## config.mk

```make
export PLATFORM = sky130hd
export DESIGN_NAME = rxf_accept_status
export DESIGN_NICKNAME = d
export VERILOG_FILES = /design/src/rtl/rxf_pkg.sv /design/src/rtl/rxf_addr_filter.sv /design/src/rtl/rxf_len_track.sv /design/src/rtl/rxf_accept_status.sv
export SDC_FILE = /design/constraint.sdc
export NUM_CORES = 1
export LEC_CHECK = 0
export BUFFER_PORTS_ARGS = -buffer_cell sky130_fd_sc_hd__buf_2
export CAP_MARGIN = 20
export CORE_MARGIN = 3
export CORE_UTILIZATION = 38
export CTS_CLUSTER_DIAMETER = 60
export DETAILED_ROUTE_END_ITERATION = 16
export PLACE_DENSITY = 0.63
export SYNTH_ARGS = -nofsm -noshare
export SYNTH_HDL_FRONTEND = slang
export SYNTH_SLANG_ARGS = --single-unit
```

## constraint.sdc

```tcl
create_clock -name clk -period 3.94 [get_ports clk]
set_clock_uncertainty 0.1 [all_clocks]
set_input_delay 0.591 -clock clk [delete_from_list [all_inputs] [get_ports clk]]
set_output_delay 0.591 -clock clk [all_outputs]
set_load 0.1 [all_outputs]
```

## src/rtl/rxf_pkg.sv

```systemverilog
package rxf_pkg;
  localparam int LEN_W      = 11;
  localparam int ADDR_BYTES = 6;
  localparam int WIN_BYTES  = 64;
  localparam int RSVD_W     = 32 - 8 - LEN_W;

  typedef struct packed {
    logic              m;
    logic              bc;
    logic              mc;
    logic              lg;
    logic              no;
    logic              cr;
    logic              ov;
    logic              tr;
    logic [RSVD_W-1:0] rsvd;
    logic [LEN_W-1:0]  len;
  } rx_stat_t;
endpackage

```

## src/rtl/rxf_addr_filter.sv

```systemverilog
module rxf_addr_filter #(
  parameter int ADDR_BYTES = 6,
  parameter int CNT_W      = 11
) (
  input  logic                    clk,
  input  logic                    rst,
  input  logic                    vld,
  input  logic                    last,
  input  logic [7:0]              data,
  input  logic [CNT_W-1:0]        cnt,
  input  logic [8*ADDR_BYTES-1:0] station,
  input  logic                    promisc,
  input  logic                    mc_en,
  input  logic                    bc_rej,
  output logic                    dec_now,
  output logic                    f_valid,
  output logic                    f_pass,
  output logic                    f_bc,
  output logic                    f_mc,
  output logic                    f_m
);
  logic [7:0] sbyte;
  logic first, in_addr;
  logic uni_r, ones_r, grp_r;
  logic uni_c, ones_c, grp_c, bc_c, mc_c, norm_c, pass_c, m_c;
  logic dec_q, pass_q, bc_q, mc_q, m_q;

  always_comb begin
    sbyte = '0;
    for (int i = 0; i < ADDR_BYTES; i++)
      if (cnt == CNT_W'(i)) sbyte = station[8*(ADDR_BYTES-1-i) +: 8];
  end

  assign first   = (cnt == '0);
  assign in_addr = (cnt < CNT_W'(ADDR_BYTES));
  assign dec_now = vld && (cnt == CNT_W'(ADDR_BYTES-1));

  assign uni_c  = (first | uni_r)  & (data == sbyte);
  assign ones_c = (first | ones_r) & (data == 8'hFF);
  assign grp_c  = first ? data[0] : grp_r;
  assign bc_c   = ones_c;
  assign mc_c   = grp_c & ~ones_c;
  assign norm_c = uni_c | (bc_c & ~bc_rej) | (mc_c & mc_en);
  assign pass_c = norm_c | promisc;
  assign m_c    = promisc & ~norm_c;

  always_ff @(posedge clk) begin
    if (rst) begin
      uni_r <= 1'b0; ones_r <= 1'b0; grp_r <= 1'b0;
      dec_q <= 1'b0; pass_q <= 1'b0; bc_q <= 1'b0; mc_q <= 1'b0; m_q <= 1'b0;
    end else if (vld) begin
      if (in_addr) begin
        uni_r  <= uni_c;
        ones_r <= ones_c;
        grp_r  <= grp_c;
      end
      if (last) begin
        dec_q <= 1'b0; pass_q <= 1'b0; bc_q <= 1'b0; mc_q <= 1'b0; m_q <= 1'b0;
      end else if (dec_now) begin
        dec_q <= 1'b1; pass_q <= pass_c; bc_q <= bc_c; mc_q <= mc_c; m_q <= m_c;
      end
    end
  end

  assign f_valid = dec_now | dec_q;
  assign f_pass  = dec_now ? pass_c : pass_q;
  assign f_bc    = dec_now ? bc_c   : bc_q;
  assign f_mc    = dec_now ? mc_c   : mc_q;
  assign f_m     = dec_now ? m_c    : m_q;
endmodule

```

## src/rtl/rxf_len_track.sv

```systemverilog
module rxf_len_track #(
  parameter int LEN_W = 11
) (
  input  logic             clk,
  input  logic             rst,
  input  logic             vld,
  input  logic             last,
  input  logic [LEN_W-1:0] max_len,
  output logic [LEN_W-1:0] cnt_q,
  output logic [LEN_W-1:0] new_len,
  output logic             babble_hit,
  output logic             lg_now
);
  logic babbled_q;

  assign new_len    = (cnt_q == '1) ? cnt_q : cnt_q + LEN_W'(1);
  assign babble_hit = vld && (new_len > max_len) && !babbled_q;
  assign lg_now     = babbled_q | babble_hit;

  always_ff @(posedge clk) begin
    if (rst) begin
      cnt_q     <= '0;
      babbled_q <= 1'b0;
    end else if (vld) begin
      cnt_q     <= last ? '0 : new_len;
      babbled_q <= last ? 1'b0 : lg_now;
    end
  end
endmodule

```

## src/rtl/rxf_accept_status.sv

```systemverilog
module rxf_accept_status
  import rxf_pkg::*;
(
  input  logic                    clk,
  input  logic                    rst,
  input  logic                    in_vld,
  input  logic [7:0]              in_byte,
  input  logic                    in_last,
  input  logic                    in_dribble,
  input  logic                    in_crc_err,
  input  logic                    in_overrun,
  input  logic                    in_trunc,
  input  logic [8*ADDR_BYTES-1:0] station_addr,
  input  logic [LEN_W-1:0]        max_len,
  input  logic                    promisc,
  input  logic                    mc_enable,
  input  logic                    bc_reject,
  input  logic                    babble_irq_en,
  input  logic                    frame_irq_en,
  output logic                    fifo_accept,
  output logic                    fifo_reject,
  output logic                    stat_vld,
  output logic [31:0]             stat_word,
  output logic                    babble_irq,
  output logic                    frame_irq
);
  logic [LEN_W-1:0] cnt_q, new_len;
  logic babble_hit, lg_now;
  logic dec_now, f_valid, f_pass, f_bc, f_mc, f_m, pass_eff;
  rx_stat_t st_n;

  rxf_len_track #(.LEN_W(LEN_W)) len_i (
    .clk(clk), .rst(rst), .vld(in_vld), .last(in_last), .max_len(max_len),
    .cnt_q(cnt_q), .new_len(new_len), .babble_hit(babble_hit), .lg_now(lg_now)
  );

  rxf_addr_filter #(.ADDR_BYTES(ADDR_BYTES), .CNT_W(LEN_W)) filt_i (
    .clk(clk), .rst(rst), .vld(in_vld), .last(in_last), .data(in_byte),
    .cnt(cnt_q), .station(station_addr), .promisc(promisc),
    .mc_en(mc_enable), .bc_rej(bc_reject), .dec_now(dec_now),
    .f_valid(f_valid), .f_pass(f_pass), .f_bc(f_bc), .f_mc(f_mc), .f_m(f_m)
  );

  assign pass_eff = !f_valid || f_pass;

  always_comb begin
    st_n      = '0;
    st_n.m    = f_m;
    st_n.bc   = f_bc;
    st_n.mc   = f_mc;
    st_n.lg   = lg_now;
    st_n.no   = in_dribble;
    st_n.cr   = in_crc_err;
    st_n.ov   = in_overrun;
    st_n.tr   = in_trunc;
    st_n.len  = new_len;
  end

  always_ff @(posedge clk) begin
    if (rst) begin
      fifo_accept <= 1'b0;
      fifo_reject <= 1'b0;
      stat_vld    <= 1'b0;
      stat_word   <= '0;
      babble_irq  <= 1'b0;
      frame_irq   <= 1'b0;
    end else begin
      fifo_accept <= 1'b0;
      fifo_reject <= 1'b0;
      stat_vld    <= 1'b0;
      babble_irq  <= 1'b0;
      frame_irq   <= 1'b0;
      if (in_vld) begin
        if (dec_now && !f_pass)
          fifo_reject <= 1'b1;
        if (new_len == LEN_W'(WIN_BYTES) && f_valid && f_pass)
          fifo_accept <= 1'b1;
        if (in_last && new_len < LEN_W'(WIN_BYTES) && pass_eff)
          fifo_reject <= 1'b1;
        if (babble_hit && babble_irq_en)
          babble_irq <= 1'b1;
        if (in_last) begin
          stat_vld  <= 1'b1;
          stat_word <= st_n;
          frame_irq <= frame_irq_en;
        end
      end
    end
  end
endmodule

```

After elaboration in Yosys (flattened, before gate mapping) --
Index checks and enable logic that the tools add are counted.
Operators by class: divide/modulo/power cells 0, multipliers 0, $add $sub $neg 1, shifts and indexed selects 0, reduce and logical (&&, ||, !) cells 20, magnitude comparators 3, eq/ne operators 9, mux-type cells 25, bitwise logic cells 18
Operator list (number):
- $mux 8 | 6
- $eq 11x2->1 const B | 2
- $eq 11x3->1 const B | 2
- $mux 11 | 2
- $mux 1 | 17
- $add 11x1->11 const B | 1
- $eq 11x1->1 const B | 1
- $eq 11x11->1 const B | 1
- $eq 11x7->1 const B | 1
- $gt 11x11->1 | 1
- $logic_not 11->1 | 1
- $lt 11x3->1 const B | 1
- $lt 11x7->1 const B | 1
- $logic_and 1x1->1 | 9
- $eq 8x8->1 | 1
- $eq 8x8->1 const B | 1
- $or 1x1->1 | 7
- $and 1x1->1 | 6
- $reduce_and 2->1 | 3
- $not 1->1 | 5
- $logic_not 1->1 | 3
- $reduce_or 3->1 | 1
- $reduce_bool 2->1 | 1
- $reduce_or 2->1 | 1
- $logic_or 1x1->1 | 1
Storage, ports and cells: RAM bits 0, input bits 80, bits in latches 0, memory bits (read-only) 0, bits in registers 44, output and inout bits 37, memories kept 0

Depth between registers and ports, before layout --
Gate-level depths: netlist of the first run.
depth after elaboration 17, depth in mapped cells 14

Cells and area by module --
A second synthesis of the first run with hierarchy kept.
Unflattened totals: cells, all modules 471, area total of the unflattened synthesis 3519.6 um^2
Modules (own cells, without submodules):
- rxf_addr_filter | area an instance 1436.4 um^2, cells each 211, times used 1
- rxf_len_track | area an instance 1129.8 um^2, cells each 143, times used 1
- rxf_accept_status | area an instance 953.4 um^2, cells each 117, times used 1

Least setup slack after synthesis of the first run --
Ideal clock, no wire load.
path kind register to register, from register len_i.cnt_q[0], to register len_i.babbled_q, stages on the path, launching flop included 15, slack 803 ps, required time 3764 ps, data arrival time 2962 ps, path buffers 2, setup time 76 ps, cell sequence dfxtp_1 -> ha_1 -> clkbuf_1 -> buf_1 -> nand2_1 -> nor4_1 -> a21oi_1 -> nand2_1 -> xnor2_1 -> ha_1 -> nand4_1 -> nor2_1 -> a41oi_1 -> o21ai_0 -> a21boi_0
On the way: word-level cells in the longest chain between the ends 7, elaborated cells on any way between the ends 8, classes of those cells 1 x add/sub; 1 x order compare; 1 x eq/ne; 2 x mux; 1 x bitwise; 2 x reduce/logical
RTL lines:
- start: declaration | line rxf_len_track.sv:9 | output logic [LEN_W-1:0] cnt_q,
- start signal: assignment | line rxf_len_track.sv:25 | cnt_q <= last ? '0 : new_len;
- $add 11x1->11 / $eq 11x11->1 (equally long branches) | line rxf_len_track.sv:16 | assign new_len = (cnt_q == '1) ? cnt_q : cnt_q + LEN_W'(1);
- $mux 11 * | line rxf_len_track.sv:16
- named net len_i.new_len[4] | line rxf_len_track.sv:10 | output logic [LEN_W-1:0] new_len,
- $gt 11x11->1 * | line rxf_len_track.sv:17 | assign babble_hit = vld && (new_len > max_len) && !babbled_q;
- $logic_and 1x1->1 * (2 in series) | line rxf_len_track.sv:17
- $or 1x1->1 * | line rxf_len_track.sv:18 | assign lg_now = babbled_q | babble_hit;
- $mux 1 * | line rxf_len_track.sv:26 | babbled_q <= last ? 1'b0 : lg_now;
- end signal: assignment | line rxf_len_track.sv:26
- end: declaration | line rxf_len_track.sv:14 | logic babbled_q;
Mark *: on every way through the listed nets, which the timed path passes. The rest lies on a longest branch. A chain may end at the register's enable or synchronous reset.

Worst setup path after layout of the first run --
from register len_i.cnt_q[1], to register fifo_reject
On the way: word-level cells in the longest chain between the ends 17, elaborated cells on any way between the ends 40, classes of those cells 1 x add/sub; 1 x order compare; 7 x eq/ne; 11 x mux; 12 x bitwise; 8 x reduce/logical
RTL lines:
- $logic_not 11->1 | line rxf_addr_filter.sv:31, rxf_addr_filter.sv:34
- $mux 8 (6 in series) | line rxf_addr_filter.sv:31 | if (cnt == CNT_W'(i)) sbyte = station[8*(ADDR_BYTES-1-i) +: 8];
- $eq 8x8->1 | line rxf_addr_filter.sv:38 | assign uni_c = (first | uni_r) & (data == sbyte);
- $and 1x1->1 | line rxf_addr_filter.sv:38
- $or 1x1->1 (2 in series) | line rxf_addr_filter.sv:43 | assign norm_c = uni_c | (bc_c & ~bc_rej) | (mc_c & mc_en);
- $or 1x1->1 | line rxf_addr_filter.sv:44 | assign pass_c = norm_c | promisc;
- $mux 1 | line rxf_addr_filter.sv:66 | assign f_pass = dec_now ? pass_c : pass_q;
- $logic_not 1->1 | line rxf_accept_status.sv:74 | if (dec_now && !f_pass)
- $logic_and 1x1->1 | line rxf_accept_status.sv:74
- $mux 1 | line rxf_accept_status.sv:74
- $mux 1 * | line rxf_accept_status.sv:78 | if (in_last && new_len < LEN_W'(WIN_BYTES) && pass_eff)
- end signal: assignment | line rxf_accept_status.sv:69 | fifo_reject <= 1'b0;
- end signal: assignment | line rxf_accept_status.sv:75 | fifo_reject <= 1'b1;
- end signal: assignment | line rxf_accept_status.sv:79 | fifo_reject <= 1'b1;
- end: declaration | line rxf_accept_status.sv:21 | output logic fifo_reject,
Every way passes the cells marked *; elsewhere a longest branch is shown, timed or not.

==> reports/results.tsv, run 1 <==
stage	metric	value	unit
run_status	status	finished, final reports clean	
cts	clk-insertion-delay-late	0.30	ns
power	p_total	1.08	mW
cts	clock-sinks	44	
setup_path	path_cells	inv_1 -> ha_1 -> nor2b_1 -> a221o_1 -> a221oi_1 -> nor2_1 -> a2111oi_0 -> nand4_2 -> a31o_1	
floorplanning	coreArea	7490	um^2
sta	max_slew_margin	0.307	
setup_path	path_class	reg2reg	
logic_synthesis	yosys.area.top_type	dfxtp_1	
global_route	grt_pass1_vias	2973	
setup_path	slowest_delay	0.48	ns
logic_synthesis	netlist_top_cells_area	dfxtp_1, ha_1, a21oi_1	
logic_synthesis	synth_async_sr_flop_share	0	
logic_synthesis	ys_ff_latch	44	
logic_synthesis	synth_area_per_cell	7.97	um^2
sta	worst_pin_slew	1.04	ns
detailed_routing	drtIter0Drc	230	
power	switching_share	0.329	
setup_path	crit_arrival	3.37	ns
setup_path	cp-end-kind	flop	
global_route	grt_start_max_net_pins	23	
floorplanning	fp-row-count	31	
power	comb_power_share	0.244	
cts	cts_buffers	5	
sta	max_freq	0.306	GHz
power	ir_drop	0.171	mV
job	drv_cap	0	
sta	worst_hold_slack	0.365	ns
floorplanning	fp.dieH	95.3	um
setup_path	crit_family	compound AO/OA/AOI/OAI gates	
logic_synthesis	syn_area	3030	um^2
final_layout	fin_cells	576	
placed_design	dp_hpwl	7340	um
sta	post-route-period-util	0.830	
cts	postCtsSetupRepairBufs	0	
power	p_clk_frac	0.336	
placed_design	port_buffers	103	
floorplanning	pin_count	117	
cts	htreeDepth	2	
logic_synthesis	ys.flop_type	dfxtp_1	
power	internal-power	725	uW
floorplanning	die_w	95.3	um
final_layout	n_fill_cell	779	
final_layout	area_growth	22.0	%
setup_path	cp_max_fo	14	
detailed_routing	firstDrtPassIters	5	
power	power.density	292	nW/um^2
min_path	min_path_type	reg2reg	
logic_synthesis	synth_top_area_frac	0.291	
cts	holdBufCountCts	0	
cts	path_clk_slew	0.09	ns
logic_synthesis	yosysMostFrequentCell	dfxtp_1	
detailed_routing	ant_nets	0	
sta	hold_violations	0	
final_layout	seq_area	881	um^2
cts	cts_resized	0	
sta	report.final.setup_viol	0	
detailed_routing	vias_per_cell	5.45	
cts	cts_tree	built	
setup_path	cp.required	4.04	ns
logic_synthesis	synth_edf_count	0	
sta	setup_tns	0	ns
setup_path	crit_slowest_cell	a2111oi_0	
detailed_routing	vias	3142	
logic_synthesis	synthTopCellsByCount	dfxtp_1, nor2_1, a21oi_1	
detailed_routing	wl	9330	um
logic_synthesis	seq_area_frac_synth	0.291	
logic_synthesis	yosysWarnings	0	
cts	clockBufferDepth	2	
final_layout	multi_input_area	1890	um^2
sta	maxSlewViolCount	0	
power	leakagePower	1.82	nW
sta	finalCriticalPeriod	3.27	ns
detailed_routing	post_drt_wl_per_cell	16.2	um
logic_synthesis	synth_cell_type_count	60	
setup_path	critPathLaunchType	flop	
floorplanning	start_util	0.405	
placed_design	place_congestion	0.910	
power	p_switching	355	uW
floorplanning	fp.dieArea	9080	um^2
global_route	grt-ovfl-total	0	
power	seqPwrFrac	0.420	
placed_design	dp_cells	568	
global_route	antenna_found_initial	0	
logic_synthesis	synth_cells	380	
final_layout	final_layout_size_suffix_gt1_frac	0.266	
sta	rsz0062_at_grt	no	
cts	root_buffer	clkbuf_8	
final_layout	nNetsFinal	571	
detailed_routing	drcViolationCount	0	
global_route	grt_pass1_wl	14700	um
setup_path	cp_num_buf_inv	1	
global_route	gr-usage-all-layers	0.205	
final_layout	n_antenna_cell	0	
[registers in the layout, summed over array words and instances (netlist names)]
name / flops
babble_irq: 1
fifo_accept: 1
fifo_reject: 1
filt_i.bc_q: 1
filt_i.dec_q: 1
filt_i.grp_r: 1
filt_i.m_q: 1
filt_i.mc_q: 1
filt_i.ones_r: 1
filt_i.pass_q: 1
filt_i.uni_r: 1
frame_irq: 1
len_i.babbled_q: 1
len_i.cnt_q: 11
stat_vld: 1
stat_word: 19
[worst min-delay path, delay by kind of cell (launching register included)]
| family | cells | cell delay (ns) |
|---|---|---|
| AO/OA/AOI/OAI | 1 | 0.06 |
| AND/OR/NAND/NOR | 1 | 0.04 |
| flip-flops | 1 | 0.33 |
[per-stage QoR]
step / utilization / worst slack (ns) / area, um^2
2_1_floorplan: - / 0.803 / 3080
3_3_place_gp: 0.479 / 0.826 / 3580
3_5_place_dp: 0.479 / 0.684 / 3580
4_1_cts: 0.494 / 0.675 / 3700
5_1_grt: 0.494 / 0.302 / 3700
6_report: 0.494 / 0.670 / 3700
[final timing paths]
kind / startpoint / to / slack [ns] / depth (start not counted)
worst min-delay path: stat_word[30] / stat_word[30] / 0.37 / 2
worst max-delay path: len_i.cnt_q[1] / fifo_reject / 0.67 / 9
worst min register to register: stat_word[30] / stat_word[30] / 0.37 / 2
worst max register to register: len_i.cnt_q[1] / fifo_reject / 0.67 / 9
[cell families (layout without fill, tap and decap cells)]
family                     after synthesis  count (layout)  synth area share
and+or+nand+nor                        124             124             0.211
AOI/OAI and AO/OA                      116             116             0.282
buffers and inverters                   63             148            0.0995
DFF                                     44              44             0.291
adders and majority gates               15              15            0.0619
xor gates and xnor gates                 9               9            0.0260
muxes                                    8               8            0.0273
other                                    1              13           0.00124
[final cells by class]
class | instances | area share
clock buffers | 5 | 0.0186
well taps | 99 | 0.0335
repair buffers | 111 | 0.156
inverters | 29 | 0.0294
clock inverters | 3 | 0.0125
flip-flops and latches | 44 | 0.238
multi-input cells | 285 | 0.512
[placed cells by master (no fill, tap or decap), types with 7 or more instances in the layout]
cell type	Yosys	routed
a22o_1	16	16
a221o_1	7	7
nand4_1	10	10
inv_1	28	28
buf_2	1	103
nand2_1	26	26
a21oi_1	30	30
nor2_1	31	31
conb_1	1	13
dfxtp_1	44	44
nand3_1	8	8
nor2b_1	15	15
buf_4	13	8
o21ai_0	12	12
ha_1	15	15
[metal layers]
| metal | part of all wire | wire [um] | GRT usage |
|---|---|---|---|
| met3 | 0.045 | 418 | 0.0331 |
| met1 | 0.43 | 4010 | 0.269 |
| met5 | 0 | 0 | 0 |
| met4 | 0.0063 | 59 | 0.0337 |
| met2 | 0.52 | 4840 | 0.358 |
[power by group through the flow]
stage	logic (mW)	registers (mW)	clock network, mW
6_report	0.264	0.453	0.363
5_1_grt	0.284	0.454	0.388
4_1_cts	0.263	0.453	0.369
3_5_place_dp	0.262	0.464	0
3_3_place_gp	0.261	0.464	0
2_1_floorplan	0.161	0.493	0
No activity file was read; power rests on OpenSTA's default activity.
==> run 2, diff against run 1 <==
- ABC_AREA: default -> 1
- PLACE_DENSITY: 0.63 -> 0.62
- clock period: 3.94 -> 3.2 ns (I/O delays scaled with it)
==> run 2 against run 1 <==
Net effect:
- setup slack lost 0.65 ns
- die area rose by 4.6%
- cell count is 26% higher
==> reports/results.tsv, run 2 <==
stage	metric	value	unit
global_route	met1_usage	0.251	
setup_path	critPathLaunchType	flop	
setup_path	path_class	reg2reg	
cts	clk-insertion-delay-late	0.30	ns
setup_path	crit_top_cell	o21ai_1	
logic_synthesis	netlist_top_cells_area	dfxtp_1, nand2_1, nand3_1	
job	drv_cap	0	
global_route	groute.layer.met3.usage	0.0388	
setup_path	crit_slowest_cell	dfxtp_2	
global_route	gr-usage-all-layers	0.187	
logic_synthesis	synth_area_per_cell	6.31	um^2
sta	max_freq	0.314	GHz
cts	path_clk_slew	0.09	ns
final_layout	top_regs	stat_word: 19 flops, len_i.cnt_q: 11 flops	
setup_path	cp_num_buf_inv	3	
setup_path	rr_worst_depth	21	
sta	rsz0062_at_grt	yes	
final_layout	final_cell_mix	nand2_1, buf_2, inv_1, nand3_1, dfxtp_1	
logic_synthesis	ys.flop_type	dfxtp_1	
placed_design	port_buffers	103	
final_layout	largest_register	stat_word	
logic_synthesis	yosysMostFrequentCell	nand2_1	
power	p_total	1.25	mW
setup_path	cp-end-kind	flop	
cts	cts_tree	built	
placed_design	placed_cell_area	3810	um^2
setup_path	path_cells	ha_4 -> inv_2 -> nor3_4 -> nand2_2 -> nor4_4 -> buf_4 -> or2_4 -> o21ai_4 -> inv_2 -> ha_4 -> nand2_2 -> o21ai_1 -> a21o_1 -> a21oi_2 -> o21ai_1 -> nand3_1 -> a21oi_2 -> nor2_1 -> nand2_1 -> a31oi_1 -> o21ai_1	
sta	report.final.setup_viol	0	
sta	maxSlewViolCount	0	
detailed_routing	vias_per_cell	4.94	
placed_design	place_congestion	0.919	
detailed_routing	post_drt_wl_per_cell	13.3	um
final_layout	fin_cells	723	
setup_path	crit_arrival	3.26	ns
final_layout	nNetsFinal	715	
cts	clock-sinks	44	
logic_synthesis	yosysWarnings	0	
detailed_routing	vias	3569	
power	power.density	307	nW/um^2
logic_synthesis	synth_async_sr_flop_share	0	
logic_synthesis	seq_area_frac_synth	0.277	
floorplanning	fp.dieH	97.5	um
logic_synthesis	synth_cell_type_count	38	
global_route	use_met2	0.308	
final_layout	n_fill_cell	817	
global_route	grt-ovfl-total	0	
floorplanning	coreArea	7930	um^2
sta	post-route-period-util	0.994	
logic_synthesis	synthTopCellsByCount	nand2_1, inv_1, nand3_1	
floorplanning	pin_count	117	
min_path	whs_path_depth	3	
setup_path	crit_family	simple AND/OR/NAND/NOR gates	
logic_synthesis	ys_ff_latch	44	
detailed_routing	drcViolationCount	0	
min_path	holdCritStartpoint	in_crc_err	
setup_path	r2r_end	stat_word[28]	
setup_path	cp.required	3.28	ns
power	ir_drop	0.268	mV
final_layout	n_antenna_cell	0	
floorplanning	start_util	0.401	
final_layout	final_common_cell	nand2_1	
detailed_routing	firstDrtPassIters	5	
final_layout	largest_register_ffs	19	
sta	hold_violations	0	
global_route	grt_pass1_wl	15000	um
logic_synthesis	synth_cells	504	
sta	setup_tns	0	ns
setup_path	regToRegSetupSlack	0.02	ns
global_route	busiest_layer	met2	
detailed_routing	ant_nets	0	
floorplanning	fp-row-count	32	
placed_design	dp_cells	709	
setup_path	cp_max_fo	2	
logic_synthesis	syn_area	3180	um^2
sta	finalCriticalPeriod	3.18	ns
cts	root_buffer	clkbuf_8	
global_route	grt_pass1_vias	3274	
cts	clockBufferDepth	2	
detailed_routing	drtIter0Drc	245	
sta	worst_hold_slack	0.258	ns
sta	setup_ws	0.0179	ns
final_layout	fin_area	4080	um^2
final_layout	utilization	0.515	
setup_path	reg2reg_from	len_i.cnt_q[1]	
floorplanning	fp.dieArea	9500	um^2
placed_design	post-place-ws	0.0448	ns
logic_synthesis	synth_top_area_frac	0.277	
cts	htreeDepth	2	
global_route	grt_start_max_net_pins	24	
logic_synthesis	synth_edf_count	0	
final_layout	final_layout_size_suffix_gt1_frac	0.301	
floorplanning	die_w	97.5	um
setup_path	slowest_delay	0.36	ns
logic_synthesis	yosys.area.top_type	dfxtp_1	
cts	cts_buffers	5	
placed_design	dp_hpwl	7390	um
power	leakagePower	2.14	nW
final_layout	area_growth	28.3	%
global_route	antenna_found_initial	0	
run_status	status	finished, final reports clean	
detailed_routing	wl	9620	um
min_path	min_path_type	in2reg	
min_path	worstHoldEndpoint	stat_word[26]	
## run 2: changes by cell type in the layout (fill, tap and decap cells not counted), moves of 11 or more
| cell | previous run | this run |
|---|---|---|
| a22o_1 | 16 | 0 |
| nor2_1 | 31 | 16 |
| inv_2 | 0 | 11 |
| nor2b_1 | 15 | 0 |
| buf_4 | 8 | 21 |
| o21ai_1 | 0 | 14 |
| a21oi_1 | 30 | 19 |
| nand2_1 | 26 | 136 |
| inv_1 | 28 | 68 |
| nand3_1 | 8 | 65 |
## run 2: per-layer routing
metal	routed length (um)	share of wire
met3	807	0.084
met1	4390	0.46
met2	4250	0.44
met4	166	0.017
met5	0	0
## run 2: worst register-to-register path: cells and delay by family (launching register included)
family                     cells  cell delay (ns)
adders and majority gates      2             0.33
buffers and inverters          3             0.29
AOI/OAI and AO/OA              8             0.88
and+or+nand+nor                8             1.09
DFF                            1             0.36
## run 2: what timing repair did
item / in CTS / in global routing
hold endpoints to repair: 0 / 0
hold buffers: 0 / 0
gates resized for setup: 1 / 38
endpoints found under the setup margin: 1 / 3
buffers inserted: 0 / 6
pin swaps: 0 / 21
## run 2: kinds of logic (layout without fill, tap and decap cells)
kind of cell               Yosys count  count (layout)  share of synthesized area
and+or+nand+nor                    268             268                      0.391
buffers and inverters              107             212                      0.149
AOI/OAI and AO/OA                   62              62                      0.103
DFF                                 44              44                      0.277
adders and majority gates           15              15                     0.0590
xor gates and xnor gates             6               6                     0.0165
other                                1              13                    0.00118
muxes                                1               1                    0.00315
## run 2: where the power goes
group	internal, mW	leakage [nW]	switching [mW]
sequential	0.553	0.361	0.00421
combinational	0.0953	1.73	0.225
clock	0.175	0.0434	0.200
total	0.823	2.14	0.429
## run 2: area by class of cell
cell class | count | area (um^2) | area share
clock buffer | 6 | 82.6 | 0.0202
clock inverter | 2 | 15.0 | 0.00368
inverter | 80 | 300 | 0.0736
multi-input combinational | 365 | 1990 | 0.487
sequential | 44 | 897 | 0.220
tap | 102 | 128 | 0.0313
timing repair buffer | 124 | 673 | 0.165
## run 2: how the worst max path moves through the flow
stage,start,to,depth (start not counted)
3_5_place_dp,len_i.cnt_q[3],stat_word[28],19
2_1_floorplan,len_i.cnt_q[0],stat_word[28],20
6_report,len_i.cnt_q[1],stat_word[28],21
3_3_place_gp,len_i.cnt_q[3],stat_word[28],19
5_1_grt,len_i.cnt_q[7],stat_word[28],19
4_1_cts,len_i.cnt_q[3],babble_irq,19
==> run 3, diff against run 2 <==
- CORE_ASPECT_RATIO: default -> 2
- GPL_TIMING_DRIVEN: default -> 1
==> run 3 against run 2 <==
Net effect:
- sequential power is essentially flat
- critical path type unchanged
- critical path depth decreased by 1
- utilization down 1.1 points
- largest power group unchanged
- sequential share of layout area is 0.080 points lower
- clock power rose by 32%
==> reports/results.tsv, run 3 (synthesis gave the netlist of run 2 again) <==
stage	metric	value	unit
detailed_routing	drcViolationCount	0	
power	leakagePower	2.15	nW
sta	finalCriticalPeriod	3.07	ns
setup_path	cp-end-kind	flop	
final_layout	top_regs	stat_word: 19 flops, len_i.cnt_q: 11 flops	
cts	cts_buffers	5	
final_layout	area_growth	27.5	%
floorplanning	die_w	70.7	um
setup_path	regToRegSetupSlack	0.13	ns
setup_path	reg2reg_from	len_i.cnt_q[1]	
sta	worst_hold_slack	0.279	ns
floorplanning	coreArea	8060	um^2
job	drv_cap	0	
sta	max_freq	0.326	GHz
power	seqPwrFrac	0.408	
detailed_routing	firstDrtPassIters	5	
placed_design	place_congestion	0.883	
sta	maxSlewViolCount	0	
detailed_routing	drtIter0Drc	120	
run_status	status	finished, final reports clean	
floorplanning	fp-row-count	46	
sta	setup_tns	0	ns
sta	hold_violations	0	
power	switching_share	0.321	
cts	clockBufferDepth	2	
detailed_routing	vias	3546	
floorplanning	pin_count	117	
setup_path	critPathLaunchType	flop	
floorplanning	start_util	0.395	
final_layout	n_antenna_cell	0	
global_route	antenna_found_initial	0	
setup_path	cp_max_fo	4	
power	p_clk_frac	0.361	
cts	cts_tree	built	
detailed_routing	vias_per_cell	4.93	
floorplanning	fp.dieArea	9570	um^2
sta	report.final.setup_viol	0	
global_route	grt_pass1_wl	16000	um
placed_design	port_buffers	103	
detailed_routing	ant_nets	0	
placed_design	placed_cell_area	3840	um^2
setup_path	crit_arrival	3.14	ns
final_layout	largest_register_ffs	19	
setup_path	path_class	reg2reg	
setup_path	r2r_end	stat_word[28]	
final_layout	nNetsFinal	718	
cts	root_buffer	clkbuf_16	
cts	path_clk_slew	0.06	ns
global_route	gr-usage-all-layers	0.209	
power	power.density	338	nW/um^2
final_layout	utilization	0.503	
min_path	min_path_type	in2reg	
cts	clock-sinks	44	
placed_design	dp_hpwl	8140	um
power	comb_power_share	0.230	
detailed_routing	post_drt_wl_per_cell	14.1	um
power	ir_drop	0.379	mV
setup_path	rr_worst_depth	20	
global_route	grt_start_max_net_pins	24	
global_route	grt_pass1_vias	3432	
final_layout	fin_area	4060	um^2
floorplanning	fp.dieH	135	um
sta	post-route-period-util	0.960	
global_route	grt-ovfl-total	0	
power	internal-power	930	uW
final_layout	final_cell_mix	nand2_1, buf_2, inv_1, nand3_1, dfxtp_1	
power	p_switching	440	uW
cts	htreeDepth	2	
setup_path	endpoint	stat_word[28]	
detailed_routing	wl	10100	um
final_layout	final_layout_size_suffix_gt1_frac	0.286	
cts	clk-insertion-delay-late	0.29	ns
setup_path	cp.required	3.27	ns
final_layout	largest_register	stat_word	
setup_path	crit_path_start	len_i.cnt_q[1]	
final_layout	final_common_cell	nand2_1	
-- run 3: timing repair --
item | 4_1_cts | 5_1_grt
setup endpoints to repair | 0 | 3
hold buffers | 0 | 0
setup buffers | 0 | 4
gates resized for setup | 0 | 20
-- run 3: critical path: stages (launching register included) --
cell     delay (ns)
dfxtp_1        0.33
ha_2           0.18
inv_1          0.05
nor3_2         0.14
nand2_1        0.11
nor4_4         0.29
inv_2          0.10
o21ai_2        0.18
inv_2          0.05
ha_1           0.28
nand2_1        0.07
o21ai_0        0.08
a21o_1         0.17
a21oi_2        0.11
o21ai_1        0.06
nand3_1        0.10
a21oi_2        0.06
nor2_1         0.08
nand2_1        0.12
a31oi_2        0.21
o21ai_1        0.07
-- run 3: layer usage --
layer	up-vias	global-route usage	routed length [um]
met2	150	0.389	5260
met3	29	0.0282	683
met4	0	0.123	505
met1	1552	0.214	3660
li1	1815	-	-
met5	-	0	0
-- run 3: how the worst min path moves through the flow --
stage | from | cells after the start | end | slack [ns]
floorplan | len_i.babbled_q | 1 | babble_irq | 0.30
global placement | len_i.babbled_q | 1 | babble_irq | 0.31
CTS | in_crc_err | 3 | stat_word[26] | 0.27
detailed placement | len_i.babbled_q | 1 | babble_irq | 0.33
global route | in_dribble | 3 | stat_word[27] | 0.29
finish | in_dribble | 3 | stat_word[27] | 0.28
-- run 3: per-stage QoR --
stage | total power [mW] | std cells | worst slack [ns]
2_1_floorplan | 0.800 | 516 | 0.190
3_3_place_gp | 0.884 | 708 | 0.168
3_5_place_dp | 0.886 | 708 | 0.0693
4_1_cts | 1.38 | 715 | 0.0451
5_1_grt | 1.43 | 719 | -0.0555
6_report | 1.37 | 719 | 0.128
-- run 3: power groups by stage --
| stage | registers, mW | logic (mW) | clock network (mW) |
|---|---|---|---|
| 2_1_floorplan | 0.609 | 0.191 | 0 |
| 3_3_place_gp | 0.572 | 0.312 | 0 |
| 3_5_place_dp | 0.572 | 0.313 | 0 |
| 4_1_cts | 0.560 | 0.315 | 0.505 |
| 5_1_grt | 0.560 | 0.346 | 0.524 |
| 6_report | 0.560 | 0.316 | 0.495 |
-- run 3: layout make-up --
cell class                      count  area [um^2]
Timing Repair Buffer              127          696
Tap cell                           96          120
Clock inverter                      2         12.5
Clock buffer                        5          125
Multi-Input combinational cell    365         1910
Sequential cell                    44          888
Inverter                           80          300
Fill cell                         827         4000
